[src/rtl/srw_pkg.sv]
package srw_pkg;
  localparam int WORD_W = 16;
  localparam logic [7:0] REG_CTRL  = 8'h00;
  localparam logic [7:0] REG_OFFS  = 8'h04;
  localparam logic [7:0] REG_DATA  = 8'h08;
  localparam logic [7:0] REG_STAT0 = 8'h0C;
  localparam logic [7:0] REG_STAT1 = 8'h10;
  localparam int RAMSEL_BIT = 0;
  localparam int RESET_BIT  = 5;

  typedef enum logic [2:0] {
    RS_NONE, RS_CTRL, RS_OFFS, RS_DATA, RS_STAT0, RS_STAT1
  } rdSel_e;

  typedef struct packed {
    logic   wrCtrl;
    logic   wrOffs;
    logic   wrStat0;
    logic   wrStat1;
    logic   dataRd;
    logic   dataWr;
    logic   clearStart;
    logic   clearWr;
    logic   rdAccept;
    rdSel_e rdSel;
  } strobe_t;

  function automatic logic [WORD_W-1:0] swapBytes(input logic [WORD_W-1:0] w);
    return {w[7:0], w[15:8]};
  endfunction
endpackage

[src/rtl/srw_control.sv]
module srw_control
  import srw_pkg::*;
#(
  parameter int CLEAR_BYTES = 32,
  localparam int CLEAR_WORDS = CLEAR_BYTES / 2,
  localparam int CNT_W = (CLEAR_WORDS > 1) ? $clog2(CLEAR_WORDS) : 1
) (
  input  logic             clk,
  input  logic             rstN,
  input  logic [7:0]       regOfs,
  input  logic             hostRd,
  input  logic             hostWr,
  input  logic             resetReq,
  output strobe_t          stb,
  output logic             busy,
  output logic             hostReady,
  output logic [CNT_W-1:0] clearAddr
);
  logic             busyQ;
  logic [CNT_W-1:0] clrCnt;
  logic             accept;
  logic             isCtrl, isOffs, isData, isStat0, isStat1;

  always_comb begin
    isCtrl  = (regOfs == REG_CTRL);
    isOffs  = (regOfs == REG_OFFS);
    isData  = (regOfs == REG_DATA);
    isStat0 = (regOfs == REG_STAT0);
    isStat1 = (regOfs == REG_STAT1);
    accept  = (hostRd || hostWr) && !busyQ;
  end

  always_comb begin
    stb            = '0;
    stb.wrCtrl     = accept && hostWr && isCtrl;
    stb.wrOffs     = accept && hostWr && isOffs;
    stb.wrStat0    = accept && hostWr && isStat0;
    stb.wrStat1    = accept && hostWr && isStat1;
    stb.dataRd     = accept && hostRd && isData;
    stb.dataWr     = accept && hostWr && isData;
    stb.clearStart = accept && hostWr && isCtrl && resetReq;
    stb.clearWr    = busyQ;
    stb.rdAccept   = accept && hostRd;
    if (isCtrl)       stb.rdSel = RS_CTRL;
    else if (isOffs)  stb.rdSel = RS_OFFS;
    else if (isData)  stb.rdSel = RS_DATA;
    else if (isStat0) stb.rdSel = RS_STAT0;
    else if (isStat1) stb.rdSel = RS_STAT1;
    else              stb.rdSel = RS_NONE;
  end

  always_ff @(posedge clk) begin
    if (!rstN) begin
      busyQ  <= 1'b0;
      clrCnt <= '0;
    end else if (stb.clearStart) begin
      busyQ  <= 1'b1;
      clrCnt <= '0;
    end else if (busyQ) begin
      if (clrCnt == CNT_W'(CLEAR_WORDS - 1)) busyQ <= 1'b0;
      else clrCnt <= clrCnt + CNT_W'(1);
    end
  end

  assign busy      = busyQ;
  assign hostReady = !busyQ;
  assign clearAddr = clrCnt;
endmodule

[src/rtl/srw_datapath.sv]
module srw_datapath
  import srw_pkg::*;
#(
  parameter int HOST_DW = 32,
  parameter int OFFS_W  = 16,
  parameter int CNT_W   = 4,
  localparam int RAM_AW = OFFS_W - 1
) (
  input  logic               clk,
  input  logic               rstN,
  input  strobe_t            stb,
  input  logic [HOST_DW-1:0] hostWdata,
  input  logic [CNT_W-1:0]   clearAddr,
  output logic [HOST_DW-1:0] hostRdata,
  output logic               hostRvalid,
  output logic               commEn,
  output logic               commWe,
  output logic [RAM_AW-1:0]  commAddr,
  output logic [WORD_W-1:0]  commWdata,
  input  logic [WORD_W-1:0]  commRdata,
  output logic               localEn,
  output logic               localWe,
  output logic [RAM_AW-1:0]  localAddr,
  output logic [WORD_W-1:0]  localWdata,
  input  logic [WORD_W-1:0]  localRdata
);
  logic [WORD_W-1:0]  ctrlQ, stat0Q, stat1Q;
  logic [OFFS_W-1:0]  offsQ;
  logic [WORD_W-1:0]  wrWord, swappedWr;
  logic [RAM_AW-1:0]  wordAddr, clrAddrW;
  logic               ramSel, dataAcc;
  logic               rvalidQ, ramSelQ;
  rdSel_e             rdSelQ;
  logic [HOST_DW-1:0] regRdQ, regRdNext;
  logic [WORD_W-1:0]  rawWord;
  logic               unusedWdataHi;

  assign wrWord        = hostWdata[WORD_W-1:0];
  assign unusedWdataHi = ^hostWdata[HOST_DW-1:WORD_W];
  assign swappedWr     = swapBytes(wrWord);
  assign ramSel        = ctrlQ[RAMSEL_BIT];
  assign dataAcc       = stb.dataRd || stb.dataWr;
  assign wordAddr      = offsQ[OFFS_W-1:1];
  assign clrAddrW      = RAM_AW'(clearAddr);

  always_ff @(posedge clk) begin
    if (!rstN) begin
      ctrlQ  <= '0;
      offsQ  <= '0;
      stat0Q <= '0;
      stat1Q <= '0;
    end else begin
      if (stb.wrCtrl) ctrlQ <= wrWord & ~(WORD_W'(1) << RESET_BIT);
      if (stb.wrOffs) offsQ <= hostWdata[OFFS_W-1:0];
      else if (dataAcc) offsQ <= offsQ + OFFS_W'(2);
      if (stb.clearStart) begin
        stat0Q <= '0;
        stat1Q <= '0;
      end else begin
        if (stb.wrStat0) stat0Q <= wrWord;
        if (stb.wrStat1) stat1Q <= wrWord;
      end
    end
  end

  always_comb begin
    commEn     = (dataAcc && !ramSel) || stb.clearWr;
    commWe     = (stb.dataWr && !ramSel) || stb.clearWr;
    commAddr   = stb.clearWr ? clrAddrW : wordAddr;
    commWdata  = stb.clearWr ? '0 : swappedWr;
    localEn    = dataAcc && ramSel;
    localWe    = stb.dataWr && ramSel;
    localAddr  = wordAddr;
    localWdata = swappedWr;
  end

  always_comb begin
    case (stb.rdSel)
      RS_CTRL:  regRdNext = HOST_DW'(ctrlQ);
      RS_OFFS:  regRdNext = HOST_DW'(offsQ);
      RS_STAT0: regRdNext = HOST_DW'(stat0Q);
      RS_STAT1: regRdNext = HOST_DW'(stat1Q);
      RS_DATA:  regRdNext = '0;
      default:  regRdNext = '1;
    endcase
  end

  always_ff @(posedge clk) begin
    if (!rstN) begin
      rvalidQ <= 1'b0;
      rdSelQ  <= RS_NONE;
      ramSelQ <= 1'b0;
      regRdQ  <= '0;
    end else begin
      rvalidQ <= stb.rdAccept;
      if (stb.rdAccept) begin
        rdSelQ  <= stb.rdSel;
        ramSelQ <= ramSel;
        regRdQ  <= regRdNext;
      end
    end
  end

  assign rawWord = ramSelQ ? localRdata : commRdata;

  always_comb begin
    if (!rvalidQ)                hostRdata = '0;
    else if (rdSelQ == RS_DATA)  hostRdata = HOST_DW'(swapBytes(rawWord));
    else                         hostRdata = regRdQ;
  end

  assign hostRvalid = rvalidQ;
endmodule

[src/rtl/shared_ram_window.sv]
module shared_ram_window
  import srw_pkg::*;
#(
  parameter int HOST_AW     = 32,
  parameter int HOST_DW     = 32,
  parameter int OFFS_W      = 16,
  parameter int CLEAR_BYTES = 32,
  localparam int RAM_AW      = OFFS_W - 1,
  localparam int CLEAR_WORDS = CLEAR_BYTES / 2,
  localparam int CNT_W       = (CLEAR_WORDS > 1) ? $clog2(CLEAR_WORDS) : 1
) (
  input  logic               clk,
  input  logic               rstN,
  input  logic [HOST_AW-1:0] hostAddr,
  input  logic               hostRd,
  input  logic               hostWr,
  input  logic [HOST_DW-1:0] hostWdata,
  output logic               hostReady,
  output logic [HOST_DW-1:0] hostRdata,
  output logic               hostRvalid,
  output logic               busy,
  output logic               commEn,
  output logic               commWe,
  output logic [RAM_AW-1:0]  commAddr,
  output logic [WORD_W-1:0]  commWdata,
  input  logic [WORD_W-1:0]  commRdata,
  output logic               localEn,
  output logic               localWe,
  output logic [RAM_AW-1:0]  localAddr,
  output logic [WORD_W-1:0]  localWdata,
  input  logic [WORD_W-1:0]  localRdata
);
  strobe_t          stb;
  logic [CNT_W-1:0] clearAddr;
  logic             unusedAddrHi;

  assign unusedAddrHi = ^hostAddr[HOST_AW-1:8];

  srw_control #(.CLEAR_BYTES(CLEAR_BYTES)) u_ctrl (
    .clk       (clk),
    .rstN      (rstN),
    .regOfs    (hostAddr[7:0]),
    .hostRd    (hostRd),
    .hostWr    (hostWr),
    .resetReq  (hostWdata[RESET_BIT]),
    .stb       (stb),
    .busy      (busy),
    .hostReady (hostReady),
    .clearAddr (clearAddr)
  );

  srw_datapath #(.HOST_DW(HOST_DW), .OFFS_W(OFFS_W), .CNT_W(CNT_W)) u_dp (
    .clk        (clk),
    .rstN       (rstN),
    .stb        (stb),
    .hostWdata  (hostWdata),
    .clearAddr  (clearAddr),
    .hostRdata  (hostRdata),
    .hostRvalid (hostRvalid),
    .commEn     (commEn),
    .commWe     (commWe),
    .commAddr   (commAddr),
    .commWdata  (commWdata),
    .commRdata  (commRdata),
    .localEn    (localEn),
    .localWe    (localWe),
    .localAddr  (localAddr),
    .localWdata (localWdata),
    .localRdata (localRdata)
  );
endmodule

[config.mk]
export PLATFORM = sky130hd
export DESIGN_NAME = shared_ram_window
export DESIGN_NICKNAME = d
export VERILOG_FILES = /design/src/rtl/srw_pkg.sv /design/src/rtl/srw_control.sv /design/src/rtl/srw_datapath.sv /design/src/rtl/shared_ram_window.sv
export SDC_FILE = /design/constraint.sdc
export NUM_CORES = 1
export LEC_CHECK = 0
export BUFFER_PORTS_ARGS = -buffer_cell sky130_fd_sc_hd__buf_2
export CORE_UTILIZATION = 40
export DETAILED_ROUTE_END_ITERATION = 6
export PLACE_DENSITY_LB_ADDON = 0.2
export RECOVER_POWER = 25
export SLEW_MARGIN = 20
export SYNTH_ARGS = -nofsm -noshare
export SYNTH_HDL_FRONTEND = slang
export SYNTH_SLANG_ARGS = --single-unit
[constraint.sdc]
create_clock -name clk -period 4.5 [get_ports clk]
set_input_delay 0.675 -clock clk [delete_from_list [all_inputs] [get_ports clk]]
set_output_delay 0.675 -clock clk [all_outputs]
set_load 0.005 [all_outputs]
# Word-level counts from Yosys, hierarchy flattened
# Cells that the tools add are included.
# Widths: inputs -> output; s select.
classes:
  mux: 16
  addsub: 2
  bitwise_logic: 2
  eq_ne: 11
  n_reduce_logical: 24
op_table:
  columns: ["op", "n"]
  rows:
  - ["$pmux 32 s5", 1]
  - ["$mux 16", 4]
  - ["$mux 32", 2]
  - ["$add 16x2->16 const B", 1]
  - ["$eq 8x4->1 const B", 2]
  - ["$mux 15", 1]
  - ["$mux 3", 5]
  - ["$logic_and 1x1->1", 14]
  - ["$eq 3x2->1 const B", 3]
  - ["$eq 8x3->1 const B", 1]
  - ["$eq 8x5->1 const B", 1]
  - ["$logic_not 8->1", 1]
  - ["$eq 3x3->1 const B", 2]
  - ["$add 4x1->4 const B", 1]
  - ["$eq 4x4->1 const B", 1]
  - ["$logic_or 1x1->1", 4]
  - ["$eq 3x1->1 const B", 1]
  - ["$mux 1", 3]
  - ["$logic_not 1->1", 2]
  - ["$not 1->1", 2]
  - ["$reduce_and 2->1", 1]
  - ["$reduce_bool 2->1", 1]
  - ["$reduce_or 2->1", 1]
totals:
  elab_cells: 65
  input_bits: 100
  register_bits: 105
  output_inout_bits: 101

# Longest topological paths before layout
depth:
  ltp_word: 8
  depth_mapped: 9
  mapped_depth_nobuf: 6

# Hierarchy
# From an unflattened synthesis, not the netlist that was laid out.
unflattened:
  hier_cells: 645
  area_unflattened_um2: 5302.6
modules_own_cells:
  columns: ["module", "cells_per_inst", "area_per_inst_um2", "instances", "seq_area_each_um2"]
  rows:
  - ["srw_datapath", 591, 4917.2, 1, 1701.6]
  - ["srw_control", 54, 385.4, 1, 100.1]

# Worst setup path before layout
# OpenSTA, ideal clock, no wires.
synth_path:
  kind: "input-to-output"
  start: "in hostAddr[5]"
  end: "out commWe"
  arrival_time_ns: 2.247
  n_path_buf: 2
  slack_ns: 1.578
  t_required_ns: 3.825
  stages: 5
  path_cell_list: "or4_4 or3_1 buf_6 clkbuf_1 o41ai_1"
synth_between:
  elab_chain_cells: 4
synth_lines:
  columns: ["item", "line_no", "rtl"]
  rows:
  - ["start, declared", "shared_ram_window.sv:14", "input logic [HOST_AW-1:0] hostAddr,"]
  - ["$eq 8x4->1", "srw_control.sv:27", "isData = (regOfs == REG_DATA);"]
  - ["$logic_and 1x1->1", "srw_control.sv:40", "stb.dataWr = accept && hostWr && isData;"]
  - ["$logic_and 1x1->1", "srw_datapath.sv:68", "commWe = (stb.dataWr && !ramSel) || stb.clearWr;"]
  - ["$logic_or 1x1->1", "srw_datapath.sv:68", null]
  - ["end, declared", "shared_ram_window.sv:23", "output logic commWe,"]
# Every way passes these cells.

# Worst setup path in the final report
layout_path:
  start: "reg u_ctrl.busyQ (netlist: u_ctrl.busy)"
  end: "out commWe"
layout_between:
  elab_chain_cells: 6
layout_lines:
  columns: ["item", "line_no", "rtl"]
  rows:
  - ["start, declared", "srw_control.sv:19", "logic busyQ;"]
  - ["start signal, assigned", "srw_control.sv:54", "busyQ <= 1'b0;"]
  - ["start signal, assigned", "srw_control.sv:57", "busyQ <= 1'b1;"]
  - ["start signal, assigned", "srw_control.sv:60", "if (clrCnt == CNT_W'(CLEAR_WORDS - 1)) busyQ <= 1'b0;"]
  - ["$logic_not 1->1", "srw_control.sv:30", "accept = (hostRd || hostWr) && !busyQ;"]
  - ["$logic_and 1x1->1", "srw_control.sv:30", null]
  - ["$logic_and 1x1->1 (2 in a row)", "srw_control.sv:40", null]
  - ["$logic_and 1x1->1", "srw_datapath.sv:68", null]
  - ["$logic_or 1x1->1 *", "srw_datapath.sv:68", null]
# Mark *: on every way between the ends. The rest lies on a longest branch, timed or not.

==> flow_summary_export.csv <==
group,metric,value,unit
clock_tree,cts.sinks,90,
place,gp_congestion,0.8295,
final_layout,layout_common_cells,"buf_2 (125), nand2_1 (104), dfxtp_1 (90), a21oi_1 (87), nor2_1 (48)",
clock_tree,post_cts_resized,0,
clock_tree,clock_tree.root_cell,"clkbuf_16",
setup_path,critPathKind,"reg -> out",
setup_path,cp_max_fo,27,
global_routing,grt_pass1_wl,24090,um
final_layout,drive_gt1_share,23.76,%
power_and_ir_drop,p_leak,2.450,nW
global_routing,overflow,0,
synthesis,synthesis.area,5165,um^2
synthesis,synth_top_area_share,34.88,%
synthesis,ys.flop_type,"dfxtp_1",
detailed_routing,drt.antenna.violating_nets,0,
timing,tns,0,ns
die,dieArea,13370,um^2
place,place_ws,1.367,ns
synthesis,synth_area_per_cell,7.849,um^2
timing,final_hold_viol_count,0,
detailed_routing,vias,4983,
timing,finalWorstSetupSlack,1.214,ns
synthesis,synth_edf_count,0,
timing,layout_min_cycle_time,3.286,ns
detailed_routing,met1Wirelength,7270,um
worst_hold_path,hp-class,"reg -> reg",
timing,maxSlewViolCount,0,
power_and_ir_drop,totalPowerFinal,0.001722,W
final_layout,area_growth,14.51,%
synthesis,synth.area.top_cells,"dfxtp_1 (35%), a21oi_1 (8.4%), nand2_1 (7.6%)",
setup_path,timing.critical_path.buf_inv,3,
final_layout,diodes,0,
clock_tree,htree_num_levels,3,
synthesis,seq_area_frac_synth,34.88,%
synthesis,yosys.area.top_type,"dfxtp_1",
timing,slew-limit-headroom,28.95,%
die,die_w,115.6,um
die,die_y,115.6,um
global_routing,grt_max_degree,37,
synthesis,synth_nets,760,
power_and_ir_drop,irDropWorstVdd,0.1641,mV
detailed_routing,remaining_drc_errors,0,
job,drv_cap,0,
setup_path,endpoint_kind,"output port",
setup_path,crit_chain,"clkbuf_1 -> inv_1 -> o41ai_1 -> buf_2",
setup_path,worst_ep_required_time,3.83,ns
setup_path,cp-start-kind,"flop",
timing,fin_crit_sh,73.02,%
synthesis,yosys_warnings,0,
final_layout,postLayoutCoreUtil,46.87,%
detailed_routing,wl_per_cell,17.38,um
detailed_routing,drt_iter0_drc,343,
setup_path,crit_family,"buffers and inverters",
clock_tree,path_clk_slew,0.06,ns
timing,rsz0062_at_grt,"false",
clock_tree,clk_latency,0.34,ns
detailed_routing,highest_layer,"met4",
setup_path,critical-path-max-stage-delay,0.86,ns
clock_tree,cts_buffers,9,
place,placed_cells,902,
die,ioPinCount,201,
detailed_routing,viasPerCell,5.434,
timing,setup_viol,0,
clock_tree,cts_buffer_depth,2,
place,port_buffers,160,
final_layout,stdcell_count,917,
global_routing,grt_pass1_vias,4413,
synthesis,syn_inst,658,
global_routing,antenna_found_initial,0,
run_status,status,"finished clean",
detailed_routing,met3WireLength,1057,um
synthesis,ys_async_sr_fraction,0,%
die,rows,41,
power_and_ir_drop,pwr_density_cell,291.2,nW/um^2
clock_tree,post_cts_buffers,0,
place,dpl.hpwl,11070,um
clock_tree,cts-hold-fix-buffers,0,
timing,timing.fmax,304.3,MHz
die,core-area,12620,um^2
synthesis,ys_types,48,
synthesis,synth_seq_cells,90,
detailed_routing,wl_met2,7312,um
clock_tree,cts_tree,"built",
final_layout,final_nets,843,
detailed_routing,first_pass_iters,5,
timing,fin_skew,0.009649,ns
global_routing,grt.total_usage,23.64,%
final_layout,layout_commonest_cell,"buf_2",
detailed_routing,drt_wl_total,15940,um
setup_path,crit_path_top_delay_cell,"dfxtp_1",
setup_path,arrival,2.61,ns
die,start_util,40.93,%
timing,worst_pin_slew,1.066,ns
-- through the flow --
step	hold slack (ns)	cell area [um^2]
2_1_floorplan	0.4258	5165
3_3_place_gp	0.4354	5667
3_5_place_dp	0.4431	5667
4_1_cts	0.4518	5959
5_1_grt	0.4716	5914
6_report	0.4518	5914
-- state kept, by name, summed over array words and instances (netlist names) --
name,flops
u_dp.regRdQ,17
u_dp.offsQ,16
u_dp.ctrlQ,15
u_dp.stat1Q,16
u_dp.rdSelQ,3
u_dp.ramSelQ,1
u_ctrl.clearAddr,4
u_dp.stat0Q,16
u_dp.hostRvalid,1
u_ctrl.busy,1
-- kinds of logic (layout without fill, tap and decap cells) --
| logic type | Yosys count | after routing | share of synthesized area (%) |
|---|---|---|---|
| AO/OA/AOI/OAI | 166 | 166 | 19.53 |
| XOR/XNOR | 7 | 7 | 1.187 |
| adder cells (fa/ha/maj) | 2 | 2 | 0.4844 |
| buffers and inverters | 105 | 192 | 11.97 |
| flip-flops | 90 | 90 | 34.88 |
| multiplexers | 51 | 51 | 10.34 |
| AND/OR/NAND/NOR | 237 | 237 | 21.61 |
-- metal layers --
| metal | up-vias | GRT usage (%) |
|---|---|---|
| met5 | - | 0 |
| met4 | 0 | 7.778 |
| met3 | 21 | 3.033 |
| met2 | 198 | 37.01 |
| met1 | 2349 | 33.61 |
| li1 | 2415 | - |
-- report_power, final --
group | switching [W] | leakage (nW) | internal, W | total [W]
Combinational | 0.0000915 | 1.58 | 0.0000581 | 0.000150
Clock | 0.000323 | 0.138 | 0.000429 | 0.000753
Sequential | 0.00000986 | 0.731 | 0.000810 | 0.000820
-- cells in the mapped netlist, types with 4 or more instances --
library cell / number
a21oi_1: 87
clkbuf_1: 37
nand4_1: 6
a22oi_1: 18
buf_6: 5
nor2_1: 49
mux2_2: 19
o21ai_0: 29
o211a_1: 16
mux2i_1: 32
xnor2_1: 4
nor4_1: 6
dfxtp_1: 90
buf_4: 48
nand3_1: 11
buf_2: 5
inv_1: 7
nor3_1: 10
nand2_1: 104
nor2b_1: 28
and3_1: 6
-- path summary, 6_finish.rpt --
| path | end | slack (ns) | startpoint | cells past startpoint |
|---|---|---|---|---|
| hold / removal | u_dp.stat1Q[4] | 0.45 | u_dp.stat1Q[4] | 2 |
| setup reg to reg | u_dp.ramSelQ | 1.99 | u_ctrl.busy | 5 |
| setup / recovery | commWe | 1.21 | u_ctrl.busy | 4 |
| hold reg to reg | u_dp.stat1Q[4] | 0.45 | u_dp.stat1Q[4] | 2 |
-- worst register-to-register path, cell delays in order, from the launching register on --
cell and delay (ns):
dfxtp_1 0.86, clkbuf_1 0.86, inv_1 0.25, nand2_1 0.24
nand2_1 0.08, a21oi_1 0.16
-- area by class of cell --
cell class,count,area (um^2)
Fill cell,1351,6705
Multi-Input combinational cell,463,2749
Sequential cell,90,1802
Timing Repair Buffer,170,829.5
Clock buffer,9,225.2
Tap cell,172,215.2
Clock inverter,6,67.56
Inverter,7,26.28
Power figures use the tool's default switching activity.
